$ cat config.mk
export PLATFORM = sky130hd
export DESIGN_NAME = mtimer_unit
export DESIGN_NICKNAME = d
export VERILOG_FILES = /design/src/rtl/tmr_pkg.sv /design/src/rtl/tmr_prescaler.sv /design/src/rtl/tmr_edge_sync.sv /design/src/rtl/tmr_count_core.sv /design/src/rtl/mtimer_unit.sv
export SDC_FILE = /design/constraint.sdc
export NUM_CORES = 1
export LEC_CHECK = 0
export CORE_MARGIN = 3
export CORE_UTILIZATION = 36
export CTS_BUF_LIST = sky130_fd_sc_hd__clkbuf_4
export CTS_CLUSTER_SIZE = 25
export DETAILED_ROUTE_END_ITERATION = 7
export PLACE_DENSITY = 0.53
export RECOVER_POWER = 25
export SLEW_MARGIN = 20
export SYNTH_ARGS = -nofsm -noshare
export SYNTH_HDL_FRONTEND = slang
export SYNTH_SLANG_ARGS = --single-unit
$ cat constraint.sdc
create_clock -name clk -period 5.2 [get_ports clk]
set_clock_uncertainty 0.05 [all_clocks]
set_input_delay 0.78 -clock clk [delete_from_list [all_inputs] [get_ports clk]]
set_output_delay 0.78 -clock clk [all_outputs]
set_load 0.02 [all_outputs]
$ cat src/rtl/tmr_pkg.sv
package tmr_pkg;
    localparam int TMR_W = 16;

    typedef enum logic [1:0] {
        MD_TIMER = 2'b00,
        MD_EVENT = 2'b01,
        MD_MEAS  = 2'b10,
        MD_RSVD  = 2'b11
    } tmr_mode_e;

    typedef enum logic [1:0] {
        SRC_F1   = 2'b00,
        SRC_F8   = 2'b01,
        SRC_F32  = 2'b10,
        SRC_FSUB = 2'b11
    } tmr_clk_e;

    localparam logic [1:0] LOC_MODE = 2'd0;
    localparam logic [1:0] LOC_LO   = 2'd1;
    localparam logic [1:0] LOC_HI   = 2'd2;

    localparam int BIT_POL   = 4;
    localparam int BIT_OVF   = 5;
    localparam int BIT_CHAIN = 6;
endpackage

$ cat src/rtl/tmr_prescaler.sv
module tmr_prescaler #(
    parameter int MID_LOG  = 3,
    parameter int SLOW_LOG = 5
) (
    input  logic       clk,
    input  logic       rst_n,
    input  logic       run,
    input  logic       sub_pulse,
    input  logic [1:0] sel,
    output logic       tick
);
    import tmr_pkg::*;

    typedef struct packed {
        logic [SLOW_LOG-1:0] pre;
        logic [SLOW_LOG-1:0] sub;
    } pre_st_t;

    pre_st_t st_d, st_q;

    always_comb begin
        st_d = st_q;
        if (!run) begin
            st_d.pre = '0;
            st_d.sub = '0;
        end else begin
            st_d.pre = st_q.pre + 1'b1;
            if (sub_pulse) st_d.sub = st_q.sub + 1'b1;
        end
        case (tmr_clk_e'(sel))
            SRC_F1:  tick = run;
            SRC_F8:  tick = run && (st_q.pre[MID_LOG-1:0] == '1);
            SRC_F32: tick = run && (st_q.pre == '1);
            default: tick = run && sub_pulse && (st_q.sub == '1);
        endcase
    end

    always_ff @(posedge clk or negedge rst_n) begin
        if (!rst_n) st_q <= '0;
        else        st_q <= st_d;
    end

    AST_PRESCALE_IDLE: assert property (@(posedge clk) disable iff (!rst_n)
        !run |=> (st_q.pre == '0 && st_q.sub == '0));
endmodule

$ cat src/rtl/tmr_edge_sync.sv
module tmr_edge_sync #(
    parameter int STAGES = 2
) (
    input  logic clk,
    input  logic rst_n,
    input  logic pin,
    output logic rise,
    output logic fall
);
    typedef struct packed {
        logic [STAGES-1:0] sh;
        logic              prev;
    } sync_st_t;

    sync_st_t st_d, st_q;

    always_comb begin
        st_d.sh   = {st_q.sh[STAGES-2:0], pin};
        st_d.prev = st_q.sh[STAGES-1];
        rise      = st_q.sh[STAGES-1] & ~st_q.prev;
        fall      = ~st_q.sh[STAGES-1] & st_q.prev;
    end

    always_ff @(posedge clk or negedge rst_n) begin
        if (!rst_n) st_q <= '0;
        else        st_q <= st_d;
    end

    AST_RISE_SINGLE: assert property (@(posedge clk) disable iff (!rst_n)
        rise |=> !rise);
endmodule

$ cat src/rtl/tmr_count_core.sv
module tmr_count_core #(
    parameter int W = tmr_pkg::TMR_W
) (
    input  logic         clk,
    input  logic         rst_n,
    input  logic         run,
    input  logic [1:0]   mode,
    input  logic         step,
    input  logic         hit,
    input  logic         load,
    input  logic [W-1:0] load_val,
    input  logic [W-1:0] reload,
    input  logic         ovf_clr,
    output logic [W-1:0] cnt,
    output logic [W-1:0] cap,
    output logic         irq,
    output logic         uf,
    output logic         ovf
);
    import tmr_pkg::*;

    typedef struct packed {
        logic [W-1:0] cnt;
        logic [W-1:0] cap;
        logic         irq;
        logic         uf;
        logic         ovf;
    } core_st_t;

    core_st_t st_d, st_q;

    always_comb begin
        st_d     = st_q;
        st_d.irq = 1'b0;
        st_d.uf  = 1'b0;
        if (ovf_clr) st_d.ovf = 1'b0;
        if (load) begin
            st_d.cnt = load_val;
        end else if (run) begin
            case (tmr_mode_e'(mode))
                MD_TIMER, MD_EVENT: begin
                    if (step) begin
                        if (st_q.cnt == '0) begin
                            st_d.cnt = reload;
                            st_d.irq = 1'b1;
                            st_d.uf  = 1'b1;
                        end else begin
                            st_d.cnt = st_q.cnt - 1'b1;
                        end
                    end
                end
                MD_MEAS: begin
                    if (hit) begin
                        st_d.cap = st_q.cnt + W'(step);
                        st_d.cnt = '0;
                        st_d.irq = 1'b1;
                    end else if (step) begin
                        st_d.cnt = st_q.cnt + 1'b1;
                        if (st_q.cnt == '1) st_d.ovf = 1'b1;
                    end
                end
                default: ;
            endcase
        end
    end

    always_ff @(posedge clk or negedge rst_n) begin
        if (!rst_n) st_q <= '0;
        else        st_q <= st_d;
    end

    assign cnt = st_q.cnt;
    assign cap = st_q.cap;
    assign irq = st_q.irq;
    assign uf  = st_q.uf;
    assign ovf = st_q.ovf;

    AST_STOP_FREEZE: assert property (@(posedge clk) disable iff (!rst_n)
        (!run && !load) |=> ($stable(st_q.cnt) && !st_q.irq));
    AST_RSVD_IDLE: assert property (@(posedge clk) disable iff (!rst_n)
        (mode == 2'b11 && !load) |=> ($stable(st_q.cnt) && !st_q.irq));
    AST_OVF_STICKY: assert property (@(posedge clk) disable iff (!rst_n)
        (st_q.ovf && !ovf_clr) |=> st_q.ovf);
    AST_MEAS_NO_CHAIN: assert property (@(posedge clk) disable iff (!rst_n)
        (mode == 2'b10) |=> !st_q.uf);
endmodule

$ cat src/rtl/mtimer_unit.sv
module mtimer_unit (
    input  logic       clk,
    input  logic       rst_n,
    input  logic       bus_wr,
    input  logic [1:0] bus_sel,
    input  logic [7:0] bus_wdata,
    output logic [7:0] bus_rdata,
    input  logic       run_en,
    input  logic       sub_tick,
    input  logic       ext_pin,
    input  logic       chain_in,
    output logic       irq_req,
    output logic       chain_out
);
    import tmr_pkg::*;

    typedef struct packed {
        logic [7:0]       mode;
        logic [TMR_W-1:0] reload;
    } top_st_t;

    top_st_t st_d, st_q;

    logic             wr_mode, wr_lo, wr_hi;
    logic             clk_tick, pin_rise, pin_fall;
    logic             step, hit, load;
    logic [TMR_W-1:0] cnt, cap, view;
    logic             ovf;
    tmr_mode_e        md;

    assign wr_mode = bus_wr && (bus_sel == LOC_MODE);
    assign wr_lo   = bus_wr && (bus_sel == LOC_LO);
    assign wr_hi   = bus_wr && (bus_sel == LOC_HI);
    assign md      = tmr_mode_e'(st_q.mode[1:0]);

    always_comb begin
        st_d = st_q;
        if (wr_mode) begin
            st_d.mode          = bus_wdata;
            st_d.mode[BIT_OVF] = 1'b0;
        end
        if (wr_lo) st_d.reload[7:0]  = bus_wdata;
        if (wr_hi) st_d.reload[15:8] = bus_wdata;
        load = (wr_lo || wr_hi) && !run_en;

        case (md)
            MD_TIMER, MD_MEAS: step = clk_tick;
            MD_EVENT: begin
                if (st_q.mode[BIT_CHAIN]) step = chain_in;
                else if (st_q.mode[BIT_POL]) step = pin_fall;
                else step = pin_rise;
            end
            default: step = 1'b0;
        endcase
        hit = (md == MD_MEAS) &&
              (st_q.mode[BIT_POL] ? (pin_rise || pin_fall) : pin_rise);

        view = (md == MD_MEAS) ? cap : cnt;
        case (bus_sel)
            LOC_MODE: bus_rdata = {st_q.mode[7:6], ovf, st_q.mode[4:0]};
            LOC_LO:   bus_rdata = view[7:0];
            LOC_HI:   bus_rdata = view[15:8];
            default:  bus_rdata = 8'h00;
        endcase
    end

    always_ff @(posedge clk or negedge rst_n) begin
        if (!rst_n) st_q <= '0;
        else        st_q <= st_d;
    end

    tmr_prescaler #(.MID_LOG(3), .SLOW_LOG(5)) u_pre (
        .clk(clk), .rst_n(rst_n), .run(run_en), .sub_pulse(sub_tick),
        .sel(st_q.mode[7:6]), .tick(clk_tick)
    );

    tmr_edge_sync #(.STAGES(2)) u_sync (
        .clk(clk), .rst_n(rst_n), .pin(ext_pin), .rise(pin_rise), .fall(pin_fall)
    );

    tmr_count_core #(.W(TMR_W)) u_core (
        .clk(clk), .rst_n(rst_n), .run(run_en), .mode(st_q.mode[1:0]),
        .step(step), .hit(hit), .load(load), .load_val(st_d.reload),
        .reload(st_q.reload), .ovf_clr(wr_mode), .cnt(cnt), .cap(cap),
        .irq(irq_req), .uf(chain_out), .ovf(ovf)
    );

    AST_OVF_READONLY: assert property (@(posedge clk) disable iff (!rst_n)
        wr_mode |=> !st_q.mode[BIT_OVF]);
endmodule

==> flow_metrics.py, run 1 <==
metrics = {
    "status": {
        "status": "completed",
    },
    "global_routing": {
        "grt_pass1_vias": 3713,
        "antenna_found_initial": 0,
        "overflow": 0,
        "grt_max_degree": 72,
        "gr-usage-all-layers": 0.189,
        "grt_pass1_wl_mm": 20.7,
    },
    "clock_network": {
        "cts_tree": "built",
        "cts.path.max_buffers": 2,
        "root_buffer": "clkbuf_4",
        "path_clk_slew_ns": 0.12,
        "cts_made_buffers": 9,
        "cts_resized": 0,
        "cts_setup_buffers": 0,
        "htreeDepth": 3,
        "insertion_delay_ns": 0.46,
        "cts_sinks": 71,
        "postCtsHoldBufs": 0,
    },
    "detailed_routing": {
        "drt_first_pass_iters": 5,
        "viasPerCell": 5.65,
        "ant_nets": 0,
        "drtIter0Drc": 377,
        "wire_per_inst_um": 19.2,
        "route.detailed.drc": 0,
        "vias": 3861,
        "wl_mm": 13.1,
    },
    "worst_setup_path": {
        "r2r_end": "u_core.cap[10]$_DFFE_PN0P_",
        "cp-start-kind": "flop",
        "worstSetupEndpointType": "output port",
        "slowest_stage": "nor2b_2",
        "path_depth": 7,
        "worstPathCellList": "nor2b_2, buf_4, nand2_1, nand3_1, o21ai_0, o22ai_1, clkdlybuf4s50_1",
        "r2r_slack_ns": 1.75,
        "worstSetupPathType": "reg2out",
        "cp.arrival_ns": 3.07,
        "cp.required_ns": 4.37,
        "crit_path_max_fanout": 17,
        "slowest_delay_ns": 0.74,
        "cp_num_buf_inv": 2,
        "rr_startpoint": "st_q[22]$_DFFE_PN0P_",
        "reg2reg_depth": 14,
        "cp_top_family": "buffers and inverters",
    },
    "hold_path": {
        "hp-class": "reg2reg",
        "hold_depth": 0,
        "holdCritStartpoint": "u_sync.st_d[2]$_DFF_PN0_",
        "hold_end": "u_sync.st_d[0]$_DFF_PN0_",
    },
    "power_and_ir_drop": {
        "combPwrFrac": 0.387,
        "clock_power_share": 0.161,
        "intPower_uw": 1270,
        "netSwitchingPower_uw": 987,
        "ir_worst_vdd_mv": 0.148,
        "p_leak_uw": 0.00203,
        "power.density_nw_per_um2": 447,
        "seqPwrFrac": 0.452,
        "swShare": 0.438,
    },
    "cells_and_area": {
        "diodes": 0,
        "fin_util": 0.415,
        "nNetsFinal": 543,
        "area_growth_pct": 10.8,
        "drive_gt1_frac": 0.107,
    },
    "logic_synthesis": {
        "ys_ff_latch": 71,
        "synthMuxAreaShare": 0.0805,
        "ys_top_cells_by_area": "dfrtp_1 (39%), mux2_2 (5.2%), a21oi_1 (4.5%), ha_1 (4.1%), nor2_1 (3.9%)",
        "yosys.area_share.simple": 0.209,
        "synth_xor_area_frac": 0.0750,
        "synth_area_per_cell_um2": 9.00,
        "synth_commonest_cells": "dfrtp_1 (71), nor2_1 (47), a21oi_1 (41), nand2_1 (41), o21ai_0 (26)",
        "yosysSeqAreaShare": 0.390,
        "syn_nets": 538,
        "synthCells": 506,
        "synthFlopType": "dfrtp_1",
        "synth_adder_area_share": 0.0412,
        "yosysMostFrequentCell": "dfrtp_1",
        "yosysWarnings": 0,
        "synth_top_family_by_area": "simple AND/OR/NAND/NOR gates",
        "synth_edf_count": 0,
        "yosysTopAreaCell": "dfrtp_1",
        "synth_compound_area_frac": 0.158,
        "async_flop_share": 1.00,
        "synth_cell_types": 56,
        "synth_top_cell_area_share": 0.390,
        "netlist_area_um2": 4550,
    },
    "timing": {
        "max_freq_mhz": 256,
        "slew_headroom": 0.338,
        "slew_violations": 0,
        "hold_viol_final": 0,
        "setup_tns_ns": 0,
        "rsz0062_at_grt": "no",
        "tightest_slew_ns": 0.994,
        "setup_violations": 0,
        "setup_slack_ns": 1.30,
        "min_period_ns": 3.90,
        "finalCritPeriodShare": 0.750,
    },
    "floorplanning": {
        "coreArea_um2": 12200,
        "start_util": 0.374,
        "io_pins": 27,
        "rows": 40,
        "die_x_um": 118,
        "die_area_um2": 14000,
        "die-height_um": 118,
    },
    "place": {
        "dp_hpwl_mm": 9.19,
        "place_congestion": 0.827,
        "place_ws_ns": 1.31,
        "port_buffers": 26,
    },
    "flow_run": {
        "drv_cap": 0,
    },
}
worst max-delay path by stage:
stage | start | endpoint | slack, ns
floorplan | sub_tick | u_core.cap[14]$_DFFE_PN0P_ | 2.00
global placement | sub_tick | u_core.cap[14]$_DFFE_PN0P_ | 1.35
detailed placement | sub_tick | u_core.cap[10]$_DFFE_PN0P_ | 1.31
CTS | md[0]$_DFFE_PN0P_ | bus_rdata[2] | 1.29
global route | md[1]$_DFFE_PN0P_ | bus_rdata[2] | 1.11
finish | md[0]$_DFFE_PN0P_ | bus_rdata[2] | 1.30
registers in the layout (all words and copies together), names as in the netlist:
register     cells
u_sync.st_d      2
u_core.uf        1
st_q            21
u_core.cnt      16
u_sync.st_q      1
md               2
u_pre.st_q      10
u_core.ovf       1
u_core.irq       1
u_core.cap      16
power groups by stage:
stage | combinational [uW] | clock [uW] | sequential (uW)
after floorplan | 810 | 0 | 795
after global placement | 855 | 0 | 1020
after detailed placement | 865 | 0 | 1020
after CTS | 869 | 370 | 1010
after global routing | 972 | 392 | 1050
final | 872 | 363 | 1020
logic make-up after synthesis:
kind of cell | count (synthesis)
xor gates and xnor gates | 39
AOI/OAI and AO/OA | 113
DFF | 71
adders and majority gates | 15
muxes | 34
and+or+nand+nor | 184
buffers and inverters | 50
layout make-up:
| cell class | count | area (um2) |
|---|---|---|
| inverter | 12 | 45.0 |
| tap | 168 | 210 |
| fill | 1237 | 7120 |
| multi-input combinational | 385 | 2580 |
| sequential | 71 | 1780 |
| clock buffer | 11 | 82.6 |
| clock inverter | 4 | 47.5 |
| timing repair buffer | 32 | 303 |
metrics by stage:
| stage | power (uW) | instance area [um2] | hold slack [ns] | std cells |
|---|---|---|---|---|
| floorplan | 1600 | 4550 | 0.281 | 506 |
| global placement | 1870 | 4910 | 0.285 | 668 |
| detailed placement | 1890 | 4910 | 0.290 | 668 |
| CTS | 2250 | 5040 | 0.316 | 683 |
| global route | 2410 | 5040 | 0.326 | 683 |
| finish | 2250 | 5040 | 0.311 | 683 |
routing by layer:
layer	up-vias	GRT usage	wire [um]
met2	118	0.277	5750
met3	22	0.0368	765
met1	1912	0.275	6220
met4	0	0.0760	353
li1	1809	-	-
met5	-	0	0
layout by cell type (no fill, tap or decap), types with 8 or more instances in the layout:
| master | instances |
|---|---|
| nand3_1 | 23 |
| xnor2_1 | 19 |
| clkdlybuf4s50_1 | 24 |
| a21oi_1 | 41 |
| o21ai_0 | 26 |
| nor3_1 | 8 |
| clkbuf_4 | 11 |
| mux2i_1 | 13 |
| xor2_1 | 20 |
| ha_1 | 15 |
| and2_1 | 12 |
| dfrtp_1 | 71 |
| o22ai_1 | 10 |
| nand2_1 | 41 |
| mux2_2 | 21 |
| nand4_1 | 8 |
| inv_1 | 12 |
| nor2_1 | 46 |
Note: power is estimated with default switching activity, not from simulation.
==> run 2: changes to the inputs <==
==> constraint.sdc (replaced) <==
create_clock -name clk -period 4 [get_ports clk]
set_clock_uncertainty 0.05 [all_clocks]
set_input_delay 0.6 -clock clk [delete_from_list [all_inputs] [get_ports clk]]
set_output_delay 0.6 -clock clk [all_outputs]
set_load 0.02 [all_outputs]
==> run 2 against run 1 <==
  * The run now ends with capacitance limit, slew limit left
  * Combinational power increased by 33%
  * First-iteration DRC count fell by 0.80%
  * Total power grew 33%
  * Design area increased by 1.2%
  * Worst hold slack better by 0.0055 ns
  * Critical endpoint unchanged
  * Largest cell class unchanged
  * Largest power group unchanged
==> flow_metrics.py, run 2 (synthesis results as in run 1) <==
metrics = {
    "status": {
        "status": "complete, but fails checks",
        "violations": "capacitance limit, slew limit",
    },
    "timing": {
        "tightest_slew_ns": 1.81,
        "max_freq_mhz": 299,
        "slew_violations": 72,
        "slew_headroom": -0.210,
        "setup_slack_ns": 0.654,
        "min_period_ns": 3.35,
        "hold_viol_final": 0,
        "rsz0062_at_grt": "no",
        "setup_violations": 0,
        "setup_tns_ns": 0,
        "finalCritPeriodShare": 0.836,
    },
    "worst_setup_path": {
        "cp_num_buf_inv": 2,
        "crit_path_max_fanout": 12,
        "worstSetupPathType": "reg2out",
        "worstPathCellList": "nor2b_2, buf_4, mux2i_1, o22ai_1, clkdlybuf4s50_1",
        "worstSetupEndpointType": "output port",
        "rr_startpoint": "u_pre.st_q[5]$_DFF_PN0_",
        "startpoint": "md[1]$_DFFE_PN0P_",
        "cp.required_ns": 3.35,
        "slowest_delay_ns": 0.64,
        "slowest_stage": "clkdlybuf4s50_1",
        "cp_top_family": "buffers and inverters",
        "cp.arrival_ns": 2.70,
        "cp-start-kind": "flop",
    },
    "clock_network": {
        "cts_sinks": 71,
        "cts_resized": 0,
        "cts_made_buffers": 9,
        "htreeDepth": 3,
        "postCtsHoldBufs": 0,
        "path_clk_slew_ns": 0.13,
        "root_buffer": "clkbuf_4",
        "cts_setup_buffers": 0,
        "cts_tree": "built",
        "cts.path.max_buffers": 2,
        "insertion_delay_ns": 0.43,
    },
    "cells_and_area": {
        "area_growth_pct": 12.2,
        "fin_util": 0.420,
        "largest_reg_flops": 21,
        "drive_gt1_frac": 0.113,
        "nNetsFinal": 549,
        "layout_common_cells": "dfrtp_1 (71), nor2_1 (46), a21oi_1 (41), nand2_1 (41), o21ai_0 (26)",
        "fillers": 1267,
        "regMostFlops": "st_q",
        "final_common_cell": "dfrtp_1",
        "multi_input_area_um2": 2570,
        "diodes": 0,
        "regArea_um2": 1780,
    },
    "global_routing": {
        "gr-usage-all-layers": 0.195,
        "grt_pass1_wl_mm": 21.7,
        "antenna_found_initial": 0,
        "grt_pass1_vias": 3840,
        "overflow": 0,
        "grt_max_degree": 72,
    },
    "detailed_routing": {
        "wire_per_inst_um": 19.3,
        "drtIter0Drc": 374,
        "vias": 3869,
        "wl_mm": 13.3,
        "viasPerCell": 5.61,
        "route.detailed.drc": 0,
        "drt_first_pass_iters": 4,
        "ant_nets": 0,
    },
    "power_and_ir_drop": {
        "p_leak_uw": 0.00206,
        "power_uw": 2990,
        "power.density_nw_per_um2": 586,
        "ir_worst_vdd_mv": 0.197,
    },
    "floorplanning": {
        "die_area_um2": 14000,
        "start_util": 0.374,
        "die-height_um": 118,
        "coreArea_um2": 12200,
        "rows": 40,
        "io_pins": 27,
        "die_x_um": 118,
    },
    "flow_run": {
        "drv_cap": 1,
    },
    "place": {
        "place_ws_ns": 0.541,
        "place_congestion": 0.872,
        "port_buffers": 26,
        "dp_hpwl_mm": 9.54,
    },
    "hold_path": {
        "holdCritStartpoint": "u_sync.st_d[2]$_DFF_PN0_",
        "hp-class": "reg2reg",
    },
}
==> run 2: layer usage <==
| layer | part of all wire | vias up | GRT usage | routed length (um) |
|---|---|---|---|---|
| met1 | 0.47 | 1911 | 0.283 | 6340 |
| met3 | 0.053 | 17 | 0.0368 | 703 |
| li1 | - | 1823 | - | - |
| met2 | 0.44 | 118 | 0.288 | 5930 |
| met5 | 0 | - | 0 | 0 |
| met4 | 0.028 | 0 | 0.0724 | 372 |
==> run 2: per-stage QoR <==
step / hold WS [ns] / cells / cell area, um2
after global routing: 0.326 / 690 / 5110
after CTS: 0.249 / 690 / 5110
final: 0.316 / 690 / 5110
after global placement: 0.288 / 674 / 4950
after detailed placement: 0.291 / 674 / 4950
after floorplan: 0.254 / 506 / 4550
==> run 2: worst paths after layout <==
kind	endpoint	slack [ns]	depth (start not counted)
worst max register to register	u_core.cap[14]$_DFFE_PN0P_	0.77	15
worst min-delay path	u_sync.st_d[0]$_DFF_PN0_	0.32	0
worst min register to register	u_sync.st_d[0]$_DFF_PN0_	0.32	0
min in group asynchronous	u_core.cap[3]$_DFFE_PN0P_	0.58	1
max in group asynchronous	u_core.cnt[13]$_DFFE_PN0P_	2.21	1
worst max-delay path	bus_rdata[2]	0.65	5
==> run 2: area by class of cell <==
class                      count  area share
clock inverter                 7      0.0172
tap                          168      0.0412
timing repair buffer          38      0.0676
sequential                    71       0.348
clock buffer                   9      0.0132
multi-input combinational    385       0.504
inverter                      12     0.00882
==> run 2: worst register-to-register path, stage by stage (launching register included) <==
cell	delay, ns
dfrtp_1	0.41
ha_1	0.18
and3_1	0.15
ha_1	0.14
mux2i_1	0.08
o311a_1	0.31
nor3b_1	0.25
or2_2	0.17
ha_1	0.20
ha_1	0.26
inv_1	0.06
nor3_1	0.27
and2_1	0.22
nand3_1	0.10
xor2_1	0.16
a21oi_1	0.15
==> run 2: where the power goes <==
group	switching [uW]	leakage [uW]	internal, uW	total, uW
Combinational	617	0.00111	539	1160
Sequential	405	0.000875	914	1320
Clock	272	0.0000770	248	520
==> run 3: changes to the inputs <==
--- a/config.mk
+++ b/config.mk
@@ -10,7 +10,7 @@
 export CTS_BUF_LIST = sky130_fd_sc_hd__clkbuf_4
 export CTS_CLUSTER_SIZE = 25
 export DETAILED_ROUTE_END_ITERATION = 7
-export PLACE_DENSITY = 0.53
+export PLACE_DENSITY = 0.55
 export RECOVER_POWER = 25
 export SLEW_MARGIN = 20
 export SYNTH_ARGS = -nofsm -noshare
==> constraint.sdc (replaced) <==
create_clock -name clk -period 2.8 [get_ports clk]
set_clock_uncertainty 0.05 [all_clocks]
set_input_delay 0.42 -clock clk [delete_from_list [all_inputs] [get_ports clk]]
set_output_delay 0.42 -clock clk [all_outputs]
set_load 0.02 [all_outputs]
==> run 3 against run 2 <==
  * The flow still finishes with violations (capacitance limit, slew limit)
  * Global-route usage rose by 0.64 points
  * Clock-buffer cell count did not move
  * Sequential power rose by 25%
==> flow_metrics.py, run 3 (synthesis results as in run 1) <==
metrics = {
    "cells_and_area": {
        "drive_gt1_frac": 0.200,
        "area_growth_pct": 20.3,
        "fin_area_um2": 5480,
        "regMostFlops": "st_q",
        "fillers": 1218,
        "largest_reg_flops": 21,
        "layout_common_cells": "dfrtp_1 (68), nor2_1 (45), buf_4 (44)",
        "final_common_cell": "dfrtp_1",
        "fin_util": 0.450,
        "nNetsFinal": 583,
        "diodes": 0,
    },
    "hold_path": {
        "hp-class": "reg2reg",
    },
    "clock_network": {
        "cts_tree": "built",
        "cts.path.max_buffers": 2,
        "root_buffer": "clkbuf_4",
        "cts_sinks": 71,
        "path_clk_slew_ns": 0.13,
        "cts_made_buffers": 9,
        "htreeDepth": 3,
        "insertion_delay_ns": 0.47,
        "postCtsHoldBufs": 0,
    },
    "timing": {
        "hold_viol_final": 0,
        "setup_slack_ns": 0.0666,
        "setup_tns_ns": 0,
        "whs_ns": 0.314,
        "slew_headroom": -0.220,
        "finalCritPeriodShare": 0.976,
        "rsz0062_at_grt": "yes",
        "setup_violations": 0,
        "slew_violations": 72,
        "min_period_ns": 2.73,
        "tightest_slew_ns": 1.83,
        "max_freq_mhz": 366,
    },
    "worst_setup_path": {
        "slowest_delay_ns": 0.39,
        "r2r_slack_ns": 0.07,
        "worstSetupEndpointType": "flop",
        "worstSetupPathType": "reg2reg",
        "cp.arrival_ns": 3.09,
        "cp.required_ns": 3.16,
        "slowest_stage": "dfrtp_1",
        "cp_num_buf_inv": 1,
        "cp-start-kind": "flop",
        "cp_top_family": "simple AND/OR/NAND/NOR gates",
        "crit_path_max_fanout": 3,
        "worstPathCellList": "ha_2, and3_4, ha_4, mux2i_1, o311a_1, nor3b_2, or2_4, ha_4, ha_4, inv_2, nor3_4, and2_4, nand3_2, xor2_1, a21oi_1",
        "cp_common_cell": "ha_4",
    },
    "global_routing": {
        "grt_max_degree": 72,
        "grt_pass1_vias": 3959,
        "overflow": 0,
        "grt_pass1_wl_mm": 22.1,
        "gr-usage-all-layers": 0.201,
        "antenna_found_initial": 0,
    },
    "flow_run": {
        "drv_cap": 1,
    },
    "status": {
        "status": "complete, but fails checks",
        "violations": "capacitance limit, slew limit",
    },
    "floorplanning": {
        "die_x_um": 118,
        "rows": 40,
        "die_area_um2": 14000,
        "start_util": 0.374,
        "io_pins": 27,
        "coreArea_um2": 12200,
        "die-height_um": 118,
    },
    "detailed_routing": {
        "viasPerCell": 5.49,
        "drtIter0Drc": 350,
        "route.detailed.drc": 0,
        "vias": 3977,
        "drt_first_pass_iters": 5,
        "wl_mm": 13.7,
        "ant_nets": 0,
        "wire_per_inst_um": 18.9,
    },
    "place": {
        "place_ws_ns": -0.0339,
        "port_buffers": 26,
        "place_congestion": 0.919,
        "dp_hpwl_mm": 9.79,
        "placed_cell_area_um2": 5240,
    },
    "power_and_ir_drop": {
        "p_leak_uw": 0.00229,
        "ir_worst_vdd_mv": 0.249,
        "power.density_nw_per_um2": 826,
    },
}
-- run 3: final timing paths --
check                                             end                     start  depth (start not counted)
max                        u_core.cap[14]$_DFFE_PN0P_   u_pre.st_q[5]$_DFF_PN0_                         15
min                          u_sync.st_d[0]$_DFF_PN0_  u_sync.st_d[2]$_DFF_PN0_                          0
max reg2reg                u_core.cap[14]$_DFFE_PN0P_   u_pre.st_q[5]$_DFF_PN0_                         15
min reg2reg                  u_sync.st_d[0]$_DFF_PN0_  u_sync.st_d[2]$_DFF_PN0_                          0
max in group asynchronous           md[1]$_DFFE_PN0P_                     rst_n                          1
min in group asynchronous           st_q[3]$_DFF_PN0_                     rst_n                          1
-- run 3: power breakdown --
group | switching, uW | leakage (uW) | internal (uW)
Combinational | 1170 | 0.00133 | 917
Sequential | 339 | 0.000872 | 1310
Clock | 420 | 0.0000821 | 362
Total | 1930 | 0.00229 | 2590
-- run 3: cell type report --
class | instances | area (um2) | share of cell area
clock buffer | 9 | 67.6 | 0.0123
multi-input combinational | 385 | 2660 | 0.485
clock inverter | 7 | 97.6 | 0.0178
inverter | 12 | 45.0 | 0.00822
timing repair buffer | 72 | 619 | 0.113
sequential | 71 | 1780 | 0.325
tap | 168 | 210 | 0.0384
-- run 3: per-stage QoR --
| stage | power [uW] | instances |
|---|---|---|
| 2_1_floorplan | 2990 | 506 |
| 3_3_place_gp | 3680 | 705 |
| 3_5_place_dp | 3700 | 705 |
| 4_1_cts | 4500 | 721 |
| 5_1_grt | 4820 | 724 |
| 6_report | 4520 | 724 |
-- run 3: per-layer routing --
layer | routed length, um | global-route usage | vias up
met5 | 0 | 0 | -
met1 | 6530 | 0.285 | 1947
met4 | 393 | 0.0912 | 0
met2 | 6050 | 0.299 | 113
li1 | - | - | 1894
met3 | 720 | 0.0364 | 23
-- run 3: repair_timing --
action,CTS,global route
pin swaps,1,5
setup endpoints to repair,10,8
setup buffers,0,3
gates cloned,0,0
resized for setup,13,10
